`config.mk`:
```
export PLATFORM = sky130hd
export DESIGN_NAME = mpx_mul_seq
export DESIGN_NICKNAME = d
export VERILOG_FILES = /design/src/rtl/mpx_mul_pkg.sv /design/src/rtl/mpx_issue_ctrl.sv /design/src/rtl/mpx_mul_core.sv /design/src/rtl/mpx_slot_pipe.sv /design/src/rtl/mpx_mul_seq.sv
export SDC_FILE = /design/constraint.sdc
export NUM_CORES = 2
export LEC_CHECK = 0
export BUFFER_PORTS_ARGS = -buffer_cell sky130_fd_sc_hd__buf_2
export CAP_MARGIN = 20
export CORE_MARGIN = 3
export CORE_UTILIZATION = 60
export DETAILED_ROUTE_END_ITERATION = 16
export GPL_TIMING_DRIVEN = 0
export PLACE_DENSITY = 0.77
export SKIP_LAST_GASP = 1
export SYNTH_ARGS = -nofsm -noshare
export SYNTH_HDL_FRONTEND = slang
export SYNTH_HIERARCHICAL = 1
export SYNTH_SLANG_ARGS = --single-unit
```
`constraint.sdc`:
```
create_clock -name clk -period 3.7 [get_ports clk]
set_input_delay 1.11 -clock clk [delete_from_list [all_inputs] [get_ports clk]]
set_output_delay 1.11 -clock clk [all_outputs]
set_load 0.01 [all_outputs]
```
`src/rtl/mpx_mul_pkg.sv`:
```
package mpx_mul_pkg;
  localparam int unsigned OP_W    = 32;
  localparam int unsigned RES_W   = 2 * OP_W;
  localparam int unsigned NSLOT   = 3;
  localparam int unsigned DBL_END = 1;   // index of the slot where doubles finish
  localparam int unsigned SGL_END = NSLOT - 1;

  typedef struct packed {
    logic             vld;
    logic             dbl;
    logic [RES_W-1:0] prod;
  } slot_t;
endpackage

```
`src/rtl/mpx_issue_ctrl.sv`:
```
module mpx_issue_ctrl (
  input  logic clk,
  input  logic rst_n,
  input  logic issue_valid,
  input  logic issue_dbl,
  output logic issue_ready,
  output logic fire,
  output logic prec_switch
);
  logic stall_q, stall_d;
  logic last_dbl_q, last_dbl_d;
  logic seen_q, seen_d;

  assign issue_ready = ~stall_q;
  assign fire        = issue_valid & ~stall_q;
  assign prec_switch = fire & seen_q & (issue_dbl != last_dbl_q);

  always_comb begin
    stall_d    = fire & issue_dbl;
    last_dbl_d = last_dbl_q;
    seen_d     = seen_q;
    if (fire) begin
      last_dbl_d = issue_dbl;
      seen_d     = 1'b1;
    end
  end

  always_ff @(posedge clk or negedge rst_n) begin
    if (!rst_n) begin
      stall_q    <= 1'b0;
      last_dbl_q <= 1'b0;
      seen_q     <= 1'b0;
    end else begin
      stall_q    <= stall_d;
      last_dbl_q <= last_dbl_d;
      seen_q     <= seen_d;
    end
  end

  p_stall_after_dbl_r4: assert property (@(posedge clk) disable iff (!rst_n)
    (issue_valid && issue_ready && issue_dbl) |=> !issue_ready);
  p_stall_one_cycle_r4: assert property (@(posedge clk) disable iff (!rst_n)
    !issue_ready |=> issue_ready);
  p_ready_after_single_r4: assert property (@(posedge clk) disable iff (!rst_n)
    (issue_valid && issue_ready && !issue_dbl) |=> issue_ready);
endmodule

```
`src/rtl/mpx_mul_core.sv`:
```
module mpx_mul_core #(
  parameter int unsigned OP_W = 32,
  localparam int unsigned RES_W = 2 * OP_W
) (
  input  logic [OP_W-1:0]  a,
  input  logic [OP_W-1:0]  b,
  output logic [RES_W-1:0] p
);
  always_comb p = RES_W'(a) * RES_W'(b);
endmodule

```
`src/rtl/mpx_slot_pipe.sv`:
```
module mpx_slot_pipe
  import mpx_mul_pkg::*;
(
  input  logic             clk,
  input  logic             rst_n,
  input  logic             fire,
  input  logic             prec_switch,
  input  logic             new_dbl,
  input  logic [RES_W-1:0] new_prod,
  output logic             out_vld,
  output logic [RES_W-1:0] out_prod
);
  slot_t slot_q [NSLOT];
  slot_t slot_d [NSLOT];
  slot_t mid_eff;
  logic  pop_end, pop_dbl;

  always_comb begin
    mid_eff     = slot_q[DBL_END];
    mid_eff.vld = slot_q[DBL_END].vld & ~prec_switch;
    pop_end     = slot_q[SGL_END].vld;
    pop_dbl     = ~slot_q[SGL_END].vld & mid_eff.vld & mid_eff.dbl;
    out_vld     = fire & (pop_end | pop_dbl);
    out_prod    = '0;
    if (fire && pop_end)      out_prod = slot_q[SGL_END].prod;
    else if (fire && pop_dbl) out_prod = mid_eff.prod;
  end

  always_comb begin
    for (int i = 0; i < NSLOT; i++) slot_d[i] = slot_q[i];
    if (fire) begin
      for (int i = NSLOT - 1; i > 0; i--) begin
        if (i - 1 == DBL_END) begin
          slot_d[i]     = mid_eff;
          slot_d[i].vld = mid_eff.vld & ~pop_dbl;
        end else begin
          slot_d[i] = slot_q[i-1];
        end
      end
      slot_d[0].vld  = 1'b1;
      slot_d[0].dbl  = new_dbl;
      slot_d[0].prod = new_prod;
    end
  end

  for (genvar g = 0; g < NSLOT; g++) begin : g_slot
    always_ff @(posedge clk or negedge rst_n) begin
      if (!rst_n) begin
        slot_q[g] <= '0;
      end else if (fire) begin
        slot_q[g] <= slot_d[g];
      end
    end

    p_idle_hold_r5: assert property (@(posedge clk) disable iff (!rst_n)
      !fire |=> $stable(slot_q[g]));
  end

  p_head_filled_r1: assert property (@(posedge clk) disable iff (!rst_n)
    fire |=> slot_q[0].vld);
  p_out_needs_entry_r7: assert property (@(posedge clk) disable iff (!rst_n)
    out_vld |-> (slot_q[SGL_END].vld || slot_q[DBL_END].vld));
  p_zero_when_empty_r7: assert property (@(posedge clk) disable iff (!rst_n)
    !out_vld |-> (out_prod == '0));
endmodule

```
`src/rtl/mpx_mul_seq.sv`:
```
module mpx_mul_seq
  import mpx_mul_pkg::*;
(
  input  logic             clk,
  input  logic             rst_n,
  input  logic             issue_valid,
  input  logic             issue_dbl,
  input  logic [OP_W-1:0]  op_a,
  input  logic [OP_W-1:0]  op_b,
  output logic             issue_ready,
  output logic             res_valid,
  output logic [RES_W-1:0] res_data
);
  logic             fire, prec_switch;
  logic [RES_W-1:0] prod;

  mpx_issue_ctrl u_ctrl (
    .clk         (clk),
    .rst_n       (rst_n),
    .issue_valid (issue_valid),
    .issue_dbl   (issue_dbl),
    .issue_ready (issue_ready),
    .fire        (fire),
    .prec_switch (prec_switch)
  );

  mpx_mul_core #(.OP_W(OP_W)) u_core (
    .a (op_a),
    .b (op_b),
    .p (prod)
  );

  mpx_slot_pipe u_pipe (
    .clk         (clk),
    .rst_n       (rst_n),
    .fire        (fire),
    .prec_switch (prec_switch),
    .new_dbl     (issue_dbl),
    .new_prod    (prod),
    .out_vld     (res_valid),
    .out_prod    (res_data)
  );

  p_no_result_idle_r5: assert property (@(posedge clk) disable iff (!rst_n)
    !(issue_valid && issue_ready) |-> !res_valid);
endmodule

```
After elaboration in Yosys (flattened, before gate mapping)
Cells that the tools add are included.
W data, S select, Z words.
{ "totals": {"regBits": 198, "in_bits": 68, "out_inout_bits": 66} }
{ "op_classes": {"multipliers": 1, "n_eq_ne": 1, "mux": 2, "bitwise": 14, "reduce_logical": 2} }
{ "ops": {"columns": ["op", "count"], "rows": [
  ["$mux W64", 2],
  ["$mul A32 B32 Y64", 1],
  ["$and A1 B1 Y1", 9],
  ["$not A1 Y1", 4],
  ["$logic_and A1 B1 Y1", 2],
  ["$ne A1 B1 Y1", 1],
  ["$or A1 B1 Y1", 1]
]} }

Logic depth before layout (Yosys ltp)
{ "depth": {"depth_word": 11, "mapped_depth": 30, "mapped_depth_nobuf": 28} }

Modules after synthesis
The synthesis kept the hierarchy.
{ "by_module_without_submodules": {"columns": ["mod", "n_inst", "cells_per_inst", "area_each_um2", "seq_area_each_um2"], "rows": [
  ["mpx_mul_core", 1, 3701, 33360.7, 0.0],
  ["mpx_slot_pipe", 1, 507, 8600.7, 4929.7],
  ["mpx_issue_ctrl", 1, 10, 137.6, 75.1]
]} }

Worst setup path before layout
No wires, ideal clock.
{ "synth_path": {"kind": "input-to-reg", "startpoint": "input port op_a[16]", "endpoint": "register u_pipe/slot_q[190] (netlist bit)", "setup_time_ps": 125, "t_arrival_ps": 7817, "required_time_ps": 3575, "slack_ps": -4242, "cell_stages": 26, "path_buffers": 2, "path_cell_list": "clkbuf_1 > and2_1 > fa_1 > inv_1 > fa_1 > fa_1 > fa_1 > inv_1 > fa_1 > inv_1 > fa_1 > inv_1 > fa_1 > fa_1 > ha_1 > buf_2 > a211oi_1 > nor2_1 > a2111o_1 > a211oi_1 > a211oi_1 > or2_2 > a21oi_1 > o21ai_0 > xor2_1 > mux2_4"} }
{ "synth_via": {"elab_chain_cells": 1} }
{ "synth_lines": {"columns": ["element", "line", "source"], "rows": [
  ["start, declared", "mpx_mul_seq.sv:8", "input logic [OP_W-1:0] op_a,"],
  ["$mul A32 B32 Y64", "mpx_mul_core.sv:9", "always_comb p = RES_W'(a) * RES_W'(b);"],
  ["net prod[58]", "mpx_mul_seq.sv:15", "logic [RES_W-1:0] prod;"],
  ["end signal, assigned by index", "mpx_slot_pipe.sv:51", "slot_q[g] <= slot_d[g];"],
  ["end, declared", "mpx_slot_pipe.sv:13", "slot_t slot_q [NSLOT];"]
]} }
The timed path passes the listed nets, and every way through them passes these cells.
A chain may end at the register's enable or synchronous reset.

Worst setup path in the final report
{ "layout_path": {"startpoint": "input port op_b[3]", "endpoint": "register u_pipe/slot_q[190] (netlist bit)"} }
{ "layout_via": {"elab_chain_cells": 1} }
{ "layout_lines": {"columns": ["element", "line", "source"], "rows": [
  ["start, declared", "mpx_mul_seq.sv:9", "input logic [OP_W-1:0] op_b,"],
  ["$mul A32 B32 Y64", "mpx_mul_core.sv:9", null],
  ["net prod[58]", "mpx_mul_seq.sv:15", null]
]} }
The timed path passes the listed nets, and every way through them passes these cells.

==> results.toml <==
[worst_setup_path]
crit_fanout = 6
worstPathRequired_ns = 4.02
endpoint_kind = "register"
reg2reg_depth = 5
worst-setup-path-type = "primary input to register"
crit_end = "u_pipe/slot_q[190]"
cp-start-kind = "primary input"
crit_path_start = "op_b[3]"
r2r_start = "u_ctrl/stall_q"
rrSetupSlack_ns = 1.99
cpMostUsedCell = "fa_2"
cp_num_buf_inv = 5
cp_slowest_cell = "fa_2"
critPathMaxStageDelay_ns = 0.62
cp.depth = 25
r2r_end = "u_pipe/slot_q[188]"
path_delay_family = "adder cells"
cp.arrival_ns = 8.49

[synth]
yosys_warnings = 6
postSynthCellCount = 4218
synthArstFlopShare_pct = 100.0
ys_types = 67
syn_area_sq_um = 42100
ys_ff_latch = 200
ys.flop_type = "dfrtp_1"
synth_edf_count = 0
yosysSeqAreaShare_pct = 11.89
syn_avg_cell_area_sq_um = 9.981
syn_nets = 5445

[sta]
worstMarginPinSlew_ns = 0.9613
fmax_ghz = 0.1225
drv_slew = 0
period_share_pct = 220.7
fin_skew_ns = 0.005313
period_needed_ns = 8.167
rsz0062_at_grt = "true"
hold_viol_final = 0
maxSlewHeadroom_pct = 35.91
setup_ws_ns = -4.467
setup_viol = 62

[clock_network]
numClockSinks = 200
cts_made_buffers = 17
clock_path_buffers = 2
hold_buffers = 0
htreeDepth = 4
root_buffer = "clkbuf_16"
cts_tree = "yes"
clock_latency_ns = 0.43
clkTransAtPathRegs_ns = 0.07

[place]
dp_hpwl_um = 113000
globalplace.congestion = 1.069
dp_slack_ns = -5.715
io_buffer_count = 133

[layout]
final_common_cell = "inv_1"
multi_input_area_sq_um = 34420
final_cell_mix = "inv_1, fa_1, and2_1"
syn_to_final_growth_pct = 17.05
layout.nets = 5724
drive_gt1_share_pct = 24.39
fill_cells = 4937
seq_area_sq_um = 5005

[die]
core_area_sq_um = 69070
pin_count = 134
num_rows = 96
initial_utilization_pct = 60.95
die_y_um = 270.9
dieArea_sq_um = 73380
die_w_um = 270.9

[grt]
grt_max_degree = 123
grt_pass1_vias = 34703
grt_pass1_wl_um = 213500
antenna_found_initial = 15
track_usage_pct = 39.60
grt_remaining_overflow = 0

[detailed_routing]
drc = 0
drt-initial-drc-count = 3305
wirelength_um = 144800
final_antenna_net_count = 0
dr.pass1.iters = 6
avgRoutedWirePerCell_um = 26.53
viasPerCell = 6.047
vias = 33004

[worst_hold_path]
hold_path_class = "register to register"
min_path_cells = 1

[run]
max_cap_viol_count = 0

[outcome]
status = "finished, violations left"
violations = "negative setup slack"
## sequential cells by signal (all words and copies together), names as in the netlist
| name | flops |
|---|---|
| u_ctrl/last_dbl_q | 1 |
| u_pipe/slot_q | 131 |
| u_ctrl/seen_q | 1 |
| u_pipe/mid_eff | 65 |
| u_pipe/pop_end | 1 |
| u_ctrl/stall_q | 1 |
## kinds of logic after synthesis
kind of cell / synth area share [%]
mux: 6.206
flops: 11.89
compound gates: 4.776
fa+ha+maj: 50.42
xor+xnor: 1.352
buf+inv: 10.61
simple gates: 14.74
## Yosys cell counts, drive strengths merged (38+ instances only)
cell type,number,area share [%]
fa,896,43
inv,861,7.7
and2,603,9.0
nand2,483,4.3
ha,263,7.8
clkbuf,217,1.9
dfrtp,200,12
mux2,196,6.2
a21oi,76,0.90
a32o,64,1.5
buf,50,1.0
xnor2,38,0.79
## routing by layer
metal / vias to the layer above / part of all wire (%) / GRT usage, %
met5: - / 0.013 / 0
met4: 2 / 9.1 / 27.63
met3: 632 / 12 / 9.383
met2: 2283 / 44 / 60.35
met1: 16855 / 35 / 50.19
li1: 13232 / - / -
## final cells by class
class / instances / area share [%]
inverters: 861 / 6.558
multi-input cells: 2890 / 69.84
flip-flops and latches: 200 / 10.16
clock buffers: 22 / 0.9420
plain buffers: 252 / 5.581
diodes: 17 / 0.08633
repair buffers: 275 / 4.311
clock inverters: 10 / 0.1574
well taps: 931 / 2.364
## worst register-to-register path, delay by kind of cell, from the launching register on
kind,cells,cell delay (ns)
and+or+nand+nor,1,0.21
muxes,1,0.32
DFF,1,0.41
buffers and inverters,3,0.66
## repair_timing
action,CTS,global route
gates resized for setup,326,451
cloned,1,3
hold endpoints to repair,0,0
endpoints found under the setup margin,63,121
pin swaps,62,154
setup buffers,64,81
## metrics by stage
step                area (sq um)  util [%]  cells  hold slack [ns]  setup TNS (ns)
floorplan                  43270         -   4218           0.4296         -190.59
global placement           45100     65.30   5282           0.4464         -625.29
detailed placement         45160     65.38   5284           0.4528         -271.58
CTS                        47460     68.72   5377           0.4723         -210.69
global route               49240     71.29   5443           0.4913         -221.26
finish                     49280     71.35   5458           0.4727         -213.51
## worst min-delay path by stage
| stage | slack, ns | from | to |
|---|---|---|---|
| floorplan | 0.43 | u_ctrl/seen_q | u_ctrl/seen_q |
| global placement | 0.45 | u_pipe/slot_q[197] | u_pipe/slot_q[197] |
| detailed placement | 0.45 | u_ctrl/seen_q | u_ctrl/seen_q |
| CTS | 0.47 | u_pipe/slot_q[197] | u_pipe/slot_q[197] |
| global route | 0.49 | u_pipe/slot_q[197] | u_pipe/slot_q[197] |
| finish | 0.47 | u_pipe/slot_q[197] | u_pipe/slot_q[197] |
Power is not shown: default switching activity piles up to over one toggle a cycle in this logic, so the estimate is an artifact.
